==> src/rtl/ring_cursor_pkg.sv <==
package ring_cursor_pkg;
  localparam int unsigned PHASE_W   = 2;
  typedef logic [PHASE_W-1:0] phase_t;
  localparam phase_t      PHASE_RST = phase_t'(1);
endpackage

==> src/rtl/ring_size_decode.sv <==
module ring_size_decode #(
  parameter int unsigned IDX_W = 13
) (
  input  logic [IDX_W:0]   size_i,
  output logic [IDX_W-1:0] mask_o,
  output logic             pow2_o
);
  logic [IDX_W:0] size_m1;

  assign size_m1 = size_i - {{IDX_W{1'b0}}, 1'b1};
  assign mask_o  = size_m1[IDX_W-1:0];
  assign pow2_o  = (size_i != '0) && ((size_i & size_m1) == '0);

  always_comb begin
    if (pow2_o) assert ($countones(size_i) == 1) else $error("pow2 decode wrong");
  end
endmodule

==> src/rtl/ring_prod_cursor.sv <==
module ring_prod_cursor
  import ring_cursor_pkg::*;
#(
  parameter int unsigned IDX_W = 13
) (
  input  logic             clk_i,
  input  logic             rst_ni,
  input  logic             step_i,
  input  logic [IDX_W-1:0] mask_i,
  output logic [IDX_W-1:0] idx_o,
  output phase_t           phase_o
);
  localparam logic [IDX_W-1:0] IDX_ONE = IDX_W'(1);

  logic [IDX_W-1:0] idx_q, idx_nxt;
  phase_t           phase_q;
  logic             wrap;

  assign idx_nxt = (idx_q + IDX_ONE) & mask_i;
  assign wrap    = step_i && (idx_nxt == '0);

  always_ff @(posedge clk_i or negedge rst_ni) begin
    if (!rst_ni) begin
      idx_q   <= '0;
      phase_q <= PHASE_RST;
    end else begin
      if (step_i) idx_q <= idx_nxt;
      if (wrap)   phase_q <= phase_q + phase_t'(1);
    end
  end

  assign idx_o   = idx_q;
  assign phase_o = phase_q;

  p_prod_step_r3: assert property (@(posedge clk_i) disable iff (!rst_ni)
    step_i |=> idx_q == (($past(idx_q) + IDX_ONE) & $past(mask_i)));
  p_phase_wrap_r4: assert property (@(posedge clk_i) disable iff (!rst_ni)
    (step_i && (((idx_q + IDX_ONE) & mask_i) == '0)) |=> phase_q == phase_t'($past(phase_q) + phase_t'(1)));
  p_prod_hold_r9: assert property (@(posedge clk_i) disable iff (!rst_ni)
    !step_i |=> $stable(idx_q) && $stable(phase_q));
endmodule

==> src/rtl/ring_cons_cursor.sv <==
module ring_cons_cursor #(
  parameter int unsigned IDX_W = 13
) (
  input  logic             clk_i,
  input  logic             rst_ni,
  input  logic             step_i,
  input  logic [IDX_W-1:0] cnt_i,
  input  logic [IDX_W-1:0] mask_i,
  output logic [IDX_W-1:0] idx_o
);
  logic [IDX_W-1:0] idx_q;

  always_ff @(posedge clk_i or negedge rst_ni) begin
    if (!rst_ni)     idx_q <= '0;
    else if (step_i) idx_q <= (idx_q + cnt_i) & mask_i;
  end

  assign idx_o = idx_q;

  p_cons_step_r5: assert property (@(posedge clk_i) disable iff (!rst_ni)
    step_i |=> idx_q == (($past(idx_q) + $past(cnt_i)) & $past(mask_i)));
  p_cons_hold_r9: assert property (@(posedge clk_i) disable iff (!rst_ni)
    !step_i |=> $stable(idx_q));
endmodule

==> src/rtl/ring_free_calc.sv <==
module ring_free_calc #(
  parameter int unsigned IDX_W = 13,
  parameter int unsigned GUARD = 16
) (
  input  logic [IDX_W-1:0] prod_i,
  input  logic [IDX_W-1:0] cons_i,
  input  logic [IDX_W-1:0] mask_i,
  output logic [IDX_W-1:0] free_o
);
  localparam logic [IDX_W-1:0] GUARD_V = IDX_W'(GUARD);

  // guard slots are counted as permanently taken
  assign free_o = (cons_i - (prod_i + GUARD_V)) & mask_i;
endmodule

==> src/rtl/ring_cursor_tracker.sv <==
module ring_cursor_tracker
  import ring_cursor_pkg::*;
#(
  parameter int unsigned IDX_W = 13,
  parameter int unsigned GUARD = 16
) (
  input  logic             clk_i,
  input  logic             rst_ni,
  input  logic [IDX_W:0]   ring_size_i,
  input  logic             alloc_req_i,
  output logic             alloc_gnt_o,
  output logic [IDX_W-1:0] alloc_idx_o,
  output logic [1:0]       alloc_phase_o,
  input  logic             ack_req_i,
  input  logic [IDX_W-1:0] ack_cnt_i,
  output logic             ack_gnt_o,
  output logic             ack_err_o,
  output logic [IDX_W-1:0] free_cnt_o,
  output logic [IDX_W-1:0] prod_idx_o,
  output logic [IDX_W-1:0] cons_idx_o,
  output logic [1:0]       phase_o
);
  logic [IDX_W-1:0] mask;
  logic             pow2;
  logic [IDX_W-1:0] prod, cons, free_cnt;
  phase_t           phase;

  ring_size_decode #(.IDX_W(IDX_W)) u_dec (
    .size_i(ring_size_i), .mask_o(mask), .pow2_o(pow2)
  );

  ring_prod_cursor #(.IDX_W(IDX_W)) u_prod (
    .clk_i, .rst_ni, .step_i(alloc_gnt_o), .mask_i(mask),
    .idx_o(prod), .phase_o(phase)
  );

  ring_cons_cursor #(.IDX_W(IDX_W)) u_cons (
    .clk_i, .rst_ni, .step_i(ack_gnt_o), .cnt_i(ack_cnt_i), .mask_i(mask),
    .idx_o(cons)
  );

  ring_free_calc #(.IDX_W(IDX_W), .GUARD(GUARD)) u_free (
    .prod_i(prod), .cons_i(cons), .mask_i(mask), .free_o(free_cnt)
  );

  assign alloc_gnt_o   = alloc_req_i && (free_cnt != '0);
  assign alloc_idx_o   = prod;
  assign alloc_phase_o = phase;
  assign ack_gnt_o     = ack_req_i && pow2;
  assign ack_err_o     = ack_req_i && !pow2;
  assign free_cnt_o    = free_cnt;
  assign prod_idx_o    = prod;
  assign cons_idx_o    = cons;
  assign phase_o       = phase;

  p_ack_refuse_r6: assert property (@(posedge clk_i) disable iff (!rst_ni)
    (ack_req_i && !pow2) |=> $stable(cons));
  p_full_hold_r7: assert property (@(posedge clk_i) disable iff (!rst_ni)
    (alloc_req_i && free_cnt == '0) |=> $stable(prod) && $stable(phase));
  p_both_apply_r8: assert property (@(posedge clk_i) disable iff (!rst_ni)
    (alloc_gnt_o && ack_gnt_o) |=>
      (prod == (($past(prod) + IDX_W'(1)) & $past(mask))) &&
      (cons == (($past(cons) + $past(ack_cnt_i)) & $past(mask))));
endmodule

==> config.mk <==
export PLATFORM = sky130hd
export DESIGN_NAME = ring_cursor_tracker
export DESIGN_NICKNAME = d
export VERILOG_FILES = /design/src/rtl/ring_cursor_pkg.sv /design/src/rtl/ring_size_decode.sv /design/src/rtl/ring_prod_cursor.sv /design/src/rtl/ring_cons_cursor.sv /design/src/rtl/ring_free_calc.sv /design/src/rtl/ring_cursor_tracker.sv
export SDC_FILE = /design/constraint.sdc
export NUM_CORES = 1
export LEC_CHECK = 0
export ABC_AREA = 1
export BUFFER_PORTS_ARGS = -buffer_cell sky130_fd_sc_hd__buf_2
export CAP_MARGIN = 20
export CORE_MARGIN = 5
export CORE_UTILIZATION = 55
export DETAILED_ROUTE_END_ITERATION = 8
export GPL_ROUTABILITY_DRIVEN = 0
export PLACE_DENSITY = 0.88
export SLEW_MARGIN = 30
export SYNTH_ARGS = -nofsm -noshare
export SYNTH_HDL_FRONTEND = slang
export SYNTH_HIERARCHICAL = 1
export SYNTH_SLANG_ARGS = --single-unit
==> constraint.sdc <==
create_clock -name clk_i -period 4 [get_ports clk_i]
set_input_delay 0.4 -clock clk_i [delete_from_list [all_inputs] [get_ports clk_i]]
set_output_delay 0.4 -clock clk_i [all_outputs]
set_load 0.02 [all_outputs]
# After elaboration in Yosys (flattened, before gate mapping)
# Cells that the tools add are included.
dict set report op_classes {
  reduce_logical 10
  bitwise 4
  n_addsub 6
}
# cell n
set ops {}
lappend ops {{$and 13x13->13} 3}
lappend ops {{$and 14x14->14} 1}
lappend ops {{$logic_not 14->1} 1}
lappend ops {{$reduce_bool 14->1} 1}
lappend ops {{$sub 14x1->14 const B} 1}
lappend ops {{$add 13x1->13 const B} 1}
lappend ops {{$add 13x13->13} 1}
lappend ops {{$add 13x5->13 const B} 1}
lappend ops {{$logic_not 13->1} 1}
lappend ops {{$reduce_bool 13->1} 1}
lappend ops {{$sub 13x13->13} 1}
lappend ops {{$logic_and 1x1->1} 5}
lappend ops {{$add 2x1->2 const B} 1}
lappend ops {{$logic_not 1->1} 1}
dict set report word_totals {
  output_inout_bits 59
  reg_bits 28
}

# Depth between registers and ports, before layout
# Gate-level depths: netlist of run 1.
dict set report depth {
  depth_word 6
  depth_mapped 22
  depth_no_buf 22
}

# Hierarchy
# Netlist of run 1, hierarchy kept.
# mod area_each_um2 n_inst seq_area_each_um2 cells_each
set modules_own_cells {}
lappend modules_own_cells {ring_cons_cursor 1300.0 1 325.3 204}
lappend modules_own_cells {ring_prod_cursor 1024.7 1 376.6 146}
lappend modules_own_cells {ring_free_calc 944.7 1 0.0 180}
lappend modules_own_cells {ring_size_decode 474.2 1 0.0 83}
lappend modules_own_cells {ring_cursor_tracker 177.7 1 0.0 32}

# Worst setup path before layout of run 1
# No wires, ideal clock.
dict set report synth_path {
  kind {flip-flop to flip-flop}
  from {register u_prod.idx_q[1] (netlist: u_prod/idx_o[1])}
  to {register u_prod.idx_q[4] (netlist: u_prod/idx_o[4])}
  stages_incl_launch_ff 20
  period_less_slack_ps 3696
  slack_ps 304
  t_arrival_ps 3563
  path_cell_list {dfrtp_1 -> inv_1 -> ha_1 -> ha_1 -> fa_1 -> nand2_1 -> nand3_2 -> nand2_2 -> o21ai_1 -> nand2_1 -> nand2_1 -> nor2_1 -> nor2_1 -> nand2_1 -> nor2_1 -> a21oi_1 -> inv_1 -> clkbuf_1 -> nand2_1 -> o21ai_0}
}
dict set report synth_between {
  elab_chain_len 5
}
# element line
set synth_rtl {}
lappend synth_rtl {{start, declared} ring_prod_cursor.sv:15} ;# logic [IDX_W-1:0] idx_q, idx_nxt;
lappend synth_rtl {{start signal, assigned} ring_prod_cursor.sv:27} ;# if (step_i) idx_q <= idx_nxt;
lappend synth_rtl {{$add 13x5->13} ring_free_calc.sv:13} ;# assign free_o = (cons_i - (prod_i + GUARD_V)) & mask_i;
lappend synth_rtl {{$sub 13x13->13} ring_free_calc.sv:13}
lappend synth_rtl {{$and 13x13->13} ring_free_calc.sv:13}
lappend synth_rtl {{via free_cnt_o[7]} ring_cursor_tracker.sv:18} ;# output logic [IDX_W-1:0] free_cnt_o,
lappend synth_rtl {{$reduce_bool 13->1} ring_cursor_tracker.sv:46} ;# assign alloc_gnt_o = alloc_req_i && (free_cnt != '0);
lappend synth_rtl {{$logic_and 1x1->1} ring_cursor_tracker.sv:46}
lappend synth_rtl {{via alloc_gnt_o} ring_cursor_tracker.sv:11} ;# output logic alloc_gnt_o,
# The timed path passes the listed nets, and every way through them passes these cells.
# A chain may end at the register's enable or synchronous reset.

# Final worst setup path of run 1
dict set report layout_path {
  from {register u_prod.idx_q[1] (netlist: u_prod/idx_o[1])}
  to {output port alloc_gnt_o}
}
dict set report layout_between {
  elab_chain_len 5
}
# element line
set layout_rtl {}
lappend layout_rtl {{$add 13x5->13} ring_free_calc.sv:13}
lappend layout_rtl {{$sub 13x13->13} ring_free_calc.sv:13}
lappend layout_rtl {{$and 13x13->13} ring_free_calc.sv:13}
lappend layout_rtl {{$reduce_bool 13->1} ring_cursor_tracker.sv:46}
lappend layout_rtl {{$logic_and 1x1->1} ring_cursor_tracker.sv:46}
lappend layout_rtl {{end, declared} ring_cursor_tracker.sv:11}
# Every way passes these cells.

==> results of run 1 <==
synthesized netlist by cell type:
cell type  instances
nand3b_2           1
nand4_1           10
ha_1              49
buf_2              2
nand3b_1           6
nor2_4             6
buf_4             15
and2_1             1
a21boi_1           1
o21ai_2            1
a21oi_2            1
a21oi_1           15
nand2_2           14
dfstp_2            1
nand2_1          198
fa_1               2
nor2_1            64
xor2_1             1
inv_2              2
nor2_2            11
o21ai_1            4
or2_1              2
nand3_2           13
dfrtp_1           27
o21ai_0           15
clkbuf_1           2
xnor2_1            3
nand3_1           44
inv_1            134
cells by family after synthesis:
family          count (synthesis)  share of synthesized area
flops                          28                      0.179
fa+ha+maj                      51                      0.167
buf+inv                       155                      0.163
simple gates                  370                      0.432
compound gates                 37                     0.0498
xor+xnor                        4                    0.00894
registers in the layout, summed over array words and instances (netlist names):
name / flops
u_prod/idx_o: 13
u_cons/idx_o: 13
u_prod/phase_o: 2
worst min path at each step:
| stage | end | start | slack, ns |
|---|---|---|---|
| after CTS | u_prod/idx_o[0]$_DFFE_PN0P_ | rst_ni | 0.15 |
| final | u_prod/idx_o[9]$_DFFE_PN0P_ | rst_ni | 0.13 |
| after detailed placement | u_prod/idx_o[0]$_DFFE_PN0P_ | rst_ni | 0.46 |
| after floorplan | u_cons/idx_o[0]$_DFFE_PN0P_ | rst_ni | 0.10 |
| after global placement | u_prod/idx_o[0]$_DFFE_PN0P_ | rst_ni | 0.45 |
| after global routing | u_prod/idx_o[3]$_DFFE_PN0P_ | rst_ni | 0.17 |
what timing repair did:
| item | in CTS | in global routing |
|---|---|---|
| hold buffers | 0 | 0 |
| endpoints found under the setup margin | 0 | 1 |
| gates resized for setup | 0 | 2 |
final cells by class:
type                       instances  area share
clock buffer                       4      0.0124
sequential                        28       0.159
inverter                         136       0.115
tap                               96      0.0272
timing repair buffer              90       0.102
multi-input combinational        462       0.584
through the flow:
step	worst slack (ns)	util
finish	0.418	0.644
CTS	0.274	0.643
global placement	0.603	0.635
global route	0.194	0.644
detailed placement	0.432	0.635
floorplan	0.304	-
worst reg2reg max path, stage by stage, from the launching register on:
cell,delay (ns)
dfrtp_1,0.46
inv_1,0.07
ha_1,0.30
ha_1,0.26
fa_1,0.42
nand2_1,0.12
nand3_2,0.09
nand2_2,0.09
o21ai_1,0.08
nand2_1,0.08
nand2_1,0.05
nor2_1,0.11
nor2_1,0.07
nand2_1,0.08
nor2_1,0.06
a21oi_2,0.33
inv_2,0.24
nand2_1,0.15
o21ai_0,0.11
power groups by stage:
stage	registers [mW]	clock network (mW)	logic, mW
5_1_grt	0.325	0.196	0.362
6_report	0.320	0.179	0.327
4_1_cts	0.320	0.181	0.324
2_1_floorplan	0.342	0	0.210
3_5_place_dp	0.325	0	0.322
3_3_place_gp	0.324	0	0.312
metal layers:
metal	part of all wire	vias up
met4	0.044	0
met5	0	-
met2	0.46	258
met3	0.092	43
met1	0.40	1931
li1	-	2111
cells in the final DEF, fill, tap and decap left out, types with 2 or more instances in the layout:
master    instances
dfrtp_1          27
a21oi_1          14
nand3_2          13
nand2_1         198
o21ai_1           4
o21ai_0          15
nand3_1          44
nor2_4            6
clkbuf_8          4
ha_1             49
nor2_1           64
inv_1           133
or2_1             2
buf_2            89
nand4_1          10
xnor2_1           3
nand2_2          14
inv_2             3
nor2_2           11
nand3b_1          6
a21oi_2           2
fa_1              2
==> impl_results.md, run 1 <==
- Status: finished clean
- Flop pwr share: 0.387
- Period utilization: 0.896
- Reg2reg setup slack: 0.69 ns
- Grt met1 use: 0.325
- DRC: 0
- Vias in the first global route: 4023
- Ports: 90
- Clock Latency Late Sink: 0.28 ns
- Storage cell area: 702 sq um
- Nets: 803
- Gr busiest metal: met2
- Seq/Total Area, Yosys: 0.179
- Maximum buffer depth of the clock tree: 2
- IO buf count: 89
- CP Class: reg2out
- Combinational Power Share: 0.396
- Avg Synthesized Cell Area: 6.08 sq um
- Synth area leader: nand2_1
- Share of layout cells above drive strength 1: 0.203
- Worst EP arrival: 3.18 ns
- Fin crit period: 3.58 ns
- Non-Filler Cell Area, Final: 4420 sq um
- Met2 Usage GRT: 0.434
- Fin. Hold Viols: 0
- Met3 Usage GRT: 0.0367
- Worst VDD drop: 0.000184 V
- Data required time of the worst path: 3.60 ns
- Total leakage power: 2.69 nW
- Area Growth Syn to Fin: 12.8%
- Post-synth top area share: 0.190
- Via/cell ratio: 5.32
- R2R depth: 18
- Setup Skew: 0.00313 ns
- CP endpoint: alloc_gnt_o
- Multi-input gate area: 2580 sq um
- Via count: 4343
- Hold_ws: 0.133 ns
- P per Cell Area: 187 nW/um^2
- Die W: 94.4 um
- Clock power frac: 0.217
- Core area: 6870 sq um
- Crit-path cells: inv_1 -> ha_1 -> ha_1 -> fa_1 -> nand2_1 -> nand3_2 -> nand2_2 -> o21ai_1 -> nand2_1 -> nand2_1 -> nor2_1 -> nor2_1 -> nand2_1 -> nor2_1 -> a21oi_2 -> buf_2
- Initial core utilization: 0.571
- Synthesized net count: 727
- Critical path launch point type: flip-flop
- TritonCTS buffer count: 3
- Cell internal pwr: 0.498 mW
- Total Routing Usage GR: 0.259
- # clock sinks: 28
- Htree depth: 1
- Final setup vio count: 0
- Switch share: 0.397
- YS warnings: 6
- Reg2reg start: u_prod/idx_o[1]$_DFFE_PN0P_
- Die Y: 94.4 um
- Cell count after synthesis: 645
- P_sw: 0.328 mW
- Crit-path slowest cell: dfrtp_1
- HPWL Detailed: 9330 um
- Gr ovfl total: 0
- Mapped Area: 3920 sq um
- Drt initial violations: 315
- Postcts setup bufs: 0
- Clk slew on worst S/H paths: 0.10 ns
- Number of distinct library cells after synthesis: 29
- Non-Filler Instances: 816
- Critical path's largest stage delay: 0.46 ns
- Crit path top cell by count: nand2_1
- FILL cells: 604
- Antenna-violating nets left: 0
- Reg2reg end: u_prod/idx_o[12]$_DFFE_PN0P_
- Max FO, Critical Path: 8
- #FFs+latches synth: 28
- Die area: 8920 sq um
- RSZ-0062 raised after global routing: no
- Largest net degree at the start of global routing: 29
- Tot Pwr: 0.826 mW
- # rows: 30
- Drt first pass iters: 5
- Crit. path cell count: 16
- CP top delay family: adder cells
- Type of the most critical hold path: in2async
- Max Cap Viol: 0
- Worst Path Buf+Inv: 2
- Slew Viols, Final: 0
- CTS tree: done
- Clk root buf: clkbuf_8
- Top post-synthesis cells by area: nand2_1 (19%), dfrtp_1 (17%), ha_1 (16%)
- Crit. Startpoint: u_prod/idx_o[1]$_DFFE_PN0P_
- Max transition margin: 0.570
- CP endpoint kind: primary output
- # placed instances: 812
- Antenna violations before repair: 0
- Routed wire length: 11600 um
- First-pass GRT wire length: 18500 um
- Wire length per cell: 14.2 um
- Worst Max-Slew Pin Slew: 0.644 ns
- Setup TNS: 0 ns
- Placed instance area: 4360 sq um
- # diodes: 0
- Max Clock Freq: 0.279 GHz
(Power assumes the default switching activity.)
==> run 2, diff against run 1 <==
CELL_PAD_IN_SITES_DETAIL_PLACEMENT = 1   (was default)
CELL_PAD_IN_SITES_GLOBAL_PLACEMENT = 2   (was default)
CORE_UTILIZATION = 29   (was 55)
PLACE_DENSITY = 0.9   (was 0.88)
==> run 2 against run 1 <==
Against the previous run: worst hold slack better by 0.047 ns; register-to-register slack worse by 0.24 ns; die area is 79% higher; global-route usage is 9.2 points lower; via count is 4.5% lower; sequential power is 1% higher; cell area is 2.9% higher; clock skew is 0.0033 ns higher; largest power group unchanged; flip-flop and latch count stayed put; count of clock-buffer cells in the layout stayed put.
==> impl_results.md, run 2 (synthesized netlist as in run 1, its figures left out) <==
- IO buf count: 89 (unchanged)
- Antenna-violating nets left: 0 (unchanged)
- Critical path launch point type: flip-flop
- Clk root buf: clkbuf_16
- CP top delay family: adder cells
- Period utilization: 0.888 (-0.00794)
- Worst VDD drop: 0.000114 V (-38%)
- Non-Filler Cell Area, Final: 4550 sq um (+2.9%)
- Reg2reg setup slack: 0.45 ns (-0.24 ns)
- DRC: 0 (unchanged)
- # clock sinks: 28 (unchanged)
- Setup TNS: 0 ns (unchanged)
- Max Cap Viol: 0 (unchanged)
- # diodes: 0 (unchanged)
- RSZ-0062 raised after global routing: no
- Critical path's largest stage delay: 0.47 ns (about the same)
- Type of the most critical hold path: in2async
- Via count: 4149 (-4.5%)
- Resized Gates After CTS: 0 (unchanged)
- Setup Skew: 0.00646 ns (+0.00333 ns)
- Worst Max-Slew Pin Slew: 0.736 ns (+0.0915 ns)
- Antenna violations before repair: 0 (unchanged)
- Worst EP arrival: 3.67 ns (+0.49 ns)
- Total leakage power: 2.70 nW (+0.59%)
- Crit-path cells: inv_1 -> ha_1 -> ha_1 -> fa_1 -> nand2_1 -> nand3_2 -> nand3_1 -> nand3_1 -> nand2_1 -> nor2_1 -> nor2_1 -> nand2_1 -> nor2_1 -> a21oi_1 -> buf_4 -> inv_1 -> o21ai_0
- Vias in the first global route: 4391 (+9.1%)
- Wire length per cell: 14.9 um (+4.9%)
- Final core occ: 0.344 (-0.300)
- Ports: 90 (unchanged)
- Slew Viols, Final: 0 (unchanged)
- P per Cell Area: 202 nW/um^2 (+8.2%)
- # rows: 42 (+40%)
- Clk slew on worst S/H paths: 0.08 ns (-0.02 ns)
- Max transition margin: 0.509 (-0.0610)
- Via/cell ratio: 4.63 (-13%)
- Die Y: 126 um (+34%)
- Initial core utilization: 0.296 (-0.275)
- Routed wire length: 13300 um (+15%)
- Core area: 13200 sq um (+93%)
- Gr ovfl total: 0 (unchanged)
- Reg2reg end: u_prod/idx_o[7]$_DFFE_PN0P_
- Status: finished clean
- CTS Hold Bufs: 0 (unchanged)
- Drt first pass iters: 4 (-1)
- Nets: 803 (unchanged)
- R2R depth: 17 (-1)
- Tot Pwr: 0.920 mW (+11%)
- Final setup vio count: 0 (unchanged)
- Max FO, Critical Path: 23 (+15)
- Postcts setup bufs: 0 (unchanged)
- Htree depth: 1 (unchanged)
- Clock Latency Late Sink: 0.27 ns (about the same)
- Drt initial violations: 177 (-44%)
- Fin. Hold Viols: 0 (unchanged)
- CP Class: reg2reg
- Fin crit period: 3.55 ns (-0.0318 ns)
- CP endpoint kind: flip-flop
- Commonest non-fill, non-tap cell in the layout: nand2_1
- TritonCTS buffer count: 3 (unchanged)
- Commonest cells after routing, fill and taps aside: nand2_1 (198), inv_1 (134), buf_2 (89), nor2_1 (64), ha_1 (49)
- First-pass GRT wire length: 22100 um (+19%)
- CTS tree: done
- Total Routing Usage GR: 0.167 (-0.0924)
- Share of layout cells above drive strength 1: 0.200 (-0.00278)
- Reg2reg start: u_prod/idx_o[1]$_DFFE_PN0P_
- Die area: 15900 sq um (+79%)
- Largest net degree at the start of global routing: 29 (unchanged)
- Maximum buffer depth of the clock tree: 2 (unchanged)
- Crit-path slowest cell: dfrtp_1
- Die W: 126 um (+34%)
- Data required time of the worst path: 4.12 ns (+0.52 ns)
- Worst Path Buf+Inv: 3 (+1)
- Placed instance area: 4460 sq um (+2.3%)
- HPWL Detailed: 11500 um (+23%)
- Area Growth Syn to Fin: 16.1%
- Max Clock Freq: 0.282 GHz (+0.89%)
-- run 2: cell counts in the layout (fill, tap and decap cells not counted) --
No cell type changed its count.
-- run 2: layer usage --
metal	vias up	track usage	wire length [um]
li1	2111	-	-
met1	1944	0.225	6260
met2	84	0.291	6320
met3	10	0.0144	553
met4	0	0.0347	182
met5	-	0	0
-- run 2: how the worst max path moves through the flow --
stage	cells after the start	startpoint	endpoint	slack, ns
after detailed placement	17	u_prod/idx_o[1]$_DFFE_PN0P_	u_prod/idx_o[9]$_DFFE_PN0P_	0.47
after global placement	17	u_prod/idx_o[7]$_DFFE_PN0P_	u_prod/idx_o[11]$_DFFE_PN0P_	0.69
after global routing	16	u_prod/idx_o[3]$_DFFE_PN0P_	u_prod/idx_o[9]$_DFFE_PN0P_	0.11
after CTS	17	u_prod/idx_o[1]$_DFFE_PN0P_	u_prod/idx_o[9]$_DFFE_PN0P_	0.45
after floorplan	19	u_prod/idx_o[1]$_DFFE_PN0P_	u_prod/idx_o[4]$_DFFE_PN0P_	0.30
final	17	u_prod/idx_o[1]$_DFFE_PN0P_	u_prod/idx_o[7]$_DFFE_PN0P_	0.45
-- run 2: layout make-up --
type | count | area, sq um
tap | 176 | 220
multi-input combinational | 462 | 2580
timing repair buffer | 90 | 453
fill | 1829 | 8690
clock buffer | 4 | 88.8
sequential | 28 | 702
inverter | 136 | 510
-- run 2: worst register-to-register path: cells and delay by family (launching register included) --
kind,cells,cell delay (ns)
DFF,1,0.47
AOI/OAI and AO/OA,2,0.34
adders and majority gates,3,0.98
buffers and inverters,3,0.71
and+or+nand+nor,9,0.91
-- run 2: per-stage QoR --
stage | hold slack [ns] | std cells | setup slack [ns]
after global routing | 0.239 | 896 | 0.115
after CTS | 0.204 | 896 | 0.450
final | 0.180 | 896 | 0.449
after detailed placement | 0.496 | 892 | 0.475
after floorplan | 0.104 | 645 | 0.304
after global placement | 0.477 | 892 | 0.686
-- run 2: power by group --
group          switching [mW]  total, mW  internal (mW)  leakage [nW]
Sequential             0.0225      0.324          0.301         0.379
Combinational           0.220      0.328          0.108          2.28
Clock                   0.114      0.268          0.154        0.0442
Total                   0.357      0.920          0.563          2.70
==> run 3, diff against run 2 <==
CORE_MARGIN = default   (was 5)
==> run 3 against run 2 <==
Against the previous run: via count grew 0.36%; highest routed layer unchanged; critical path type is now reg2out; count of clock-buffer cells in the layout did not move; worst hold slack worse by 0.0050 ns; largest power group unchanged; sequential share of layout area stayed put.
==> impl_results.md, run 3 (synthesized netlist as in run 1, its figures left out) <==
- Status: finished clean
- Area Growth Syn to Fin: 16.1% (unchanged)
- Clk root buf: clkbuf_16
- Worst Max-Slew Pin Slew: 0.725 ns (-0.0107 ns)
- Type of the most critical hold path: in2async
- Total leakage power: 2.70 nW (unchanged)
- Worst EP arrival: 3.19 ns (-0.48 ns)
- CTS Hold Bufs: 0 (unchanged)
- FILL cells: 1794 (-1.9%)
- Clock Latency Late Sink: 0.28 ns (about the same)
- # rows: 42 (unchanged)
- Postcts setup bufs: 0 (unchanged)
- Reg2reg start: u_prod/idx_o[1]$_DFFE_PN0P_
- Clk slew on worst S/H paths: 0.08 ns (about the same)
- Crit. Startpoint: u_prod/idx_o[1]$_DFFE_PN0P_
- Period utilization: 0.898 (+0.0103)
- DRC: 0 (unchanged)
- RSZ-0062 raised after global routing: no
- Non-Filler Instances: 896 (unchanged)
- Die W: 118 um (-6.3%)
- Worst VDD drop: 0.000140 V (+23%)
- Max FO, Critical Path: 8 (-65%)
- # diodes: 0 (unchanged)
- Largest net degree at the start of global routing: 29 (unchanged)
- Critical path launch point type: flip-flop
- Fin. Hold Viols: 0 (unchanged)
- Routed wire length: 12800 um (-4.2%)
- CP Class: reg2out
- Core area: 13200 sq um (-0.40%)
- Final setup vio count: 0 (unchanged)
- Setup TNS: 0 ns (unchanged)
- Gr ovfl total: 0 (unchanged)
- Wire length per cell: 14.2 um (-4.2%)
- Die area: 14000 sq um (-12%)
- P per Cell Area: 202 nW/um^2 (about the same)
- Max transition margin: 0.517 (+0.00710)
- Crit-path cells: inv_1 -> ha_1 -> ha_1 -> fa_1 -> nand3_1 -> nand3_1 -> nand2_1 -> nand2_1 -> nor2_1 -> nor2_1 -> nand2_1 -> nor2_1 -> a21oi_1 -> buf_4 -> buf_2
- Reg2reg end: u_prod/idx_o[12]$_DFFE_PN0P_
- Initial core utilization: 0.297 (+0.00118)
- Placed instance area: 4460 sq um (unchanged)
- Critical path's largest stage delay: 0.49 ns (+0.02 ns)
- Max Clock Freq: 0.278 GHz (-1.1%)
- Die Y: 118 um (-6.3%)
- Drt initial violations: 129 (-27%)
- Ports: 90 (unchanged)
- Max Cap Viol: 0 (unchanged)
- Slew Viols, Final: 0 (unchanged)
- Tot Pwr: 0.920 mW (about the same)
- IO buf count: 89 (unchanged)
- Hold_ws: 0.175 ns (-0.00499 ns)
- Share of layout cells above drive strength 1: 0.200 (unchanged)
- Resized Gates After CTS: 0 (unchanged)
- Antenna violations before repair: 0 (unchanged)
- First-pass GRT wire length: 21300 um (-3.4%)
- Drt first pass iters: 4 (unchanged)
- Antenna-violating nets left: 0 (unchanged)
- Via/cell ratio: 4.65 (+0.36%)
- Commonest cells after routing, fill and taps aside: nand2_1 (198), inv_1 (134), buf_2 (89), nor2_1 (64), ha_1 (49)
- # placed instances: 892 (unchanged)
- CP endpoint kind: primary output
- Total Routing Usage GR: 0.190 (+0.0226)
- Non-Filler Cell Area, Final: 4550 sq um (unchanged)
- Setup Skew: 0.00648 ns (+0.0000182 ns)
- Commonest non-fill, non-tap cell in the layout: nand2_1
- Crit-path slowest cell: dfrtp_1
- Via count: 4164 (+0.36%)
- Maximum buffer depth of the clock tree: 2 (unchanged)
- CTS tree: done
- Final core occ: 0.345 (+0.00137)
- Nets: 803 (unchanged)
- Htree depth: 1 (unchanged)
- Data required time of the worst path: 3.60 ns (-0.52 ns)
- Vias in the first global route: 4335 (-1.3%)
- # clock sinks: 28 (unchanged)
- Reg2reg setup slack: 0.52 ns (+0.07 ns)
- Final WS setup: 0.408 ns (-0.0412 ns)
- Setup WS pre-CTS: 0.573 ns (+0.0987 ns)
- Fin crit period: 3.59 ns (+0.0412 ns)
- TritonCTS buffer count: 3 (unchanged)
- HPWL Detailed: 11000 um (-4.3%)
- R2R depth: 17 (unchanged)
[run 3: cell counts in the layout (fill, tap and decap cells not counted)]
No cell type changed its count.
[run 3: per-layer routing]
layer  up-vias  share of wire  global-route usage
met5         -              0                   0
met4         0          0.019              0.0529
met1      1964           0.48               0.244
li1       2117              -                   -
met2        69           0.47               0.333
met3        14          0.031              0.0198
[run 3: cell type report]
type / count / area (sq um) / share of cell area
Multi-Input combinational cell: 462 / 2580 / 0.566
Sequential cell: 28 / 702 / 0.154
Inverter: 136 / 510 / 0.112
Clock buffer: 4 / 88.8 / 0.0195
Timing Repair Buffer: 90 / 453 / 0.0995
Tap cell: 176 / 220 / 0.0484
[run 3: where the power goes]
part,internal (mW),switching [mW],leakage [nW],total (mW)
sequential,0.301,0.0208,0.379,0.322
clock,0.154,0.118,0.0442,0.272
combinational,0.108,0.219,2.28,0.327
total,0.563,0.357,2.70,0.920
[run 3: worst max path at each step]
stage / to / slack [ns] / cells past startpoint
after floorplan: u_prod/idx_o[4]$_DFFE_PN0P_ / 0.30 / 19
after global placement: u_prod/idx_o[12]$_DFFE_PN0P_ / 0.73 / 18
after detailed placement: u_prod/idx_o[12]$_DFFE_PN0P_ / 0.57 / 17
after CTS: alloc_gnt_o / 0.47 / 15
after global routing: alloc_gnt_o / 0.17 / 15
final: alloc_gnt_o / 0.41 / 15
[run 3: critical path, delay by kind of cell, from the launching register on]
family | cells | cell delay, ns
AO/OA/AOI/OAI | 1 | 0.16
adder cells (fa/ha/maj) | 3 | 0.99
buffers and inverters | 3 | 0.42
flip-flops | 1 | 0.49
AND/OR/NAND/NOR | 8 | 0.83
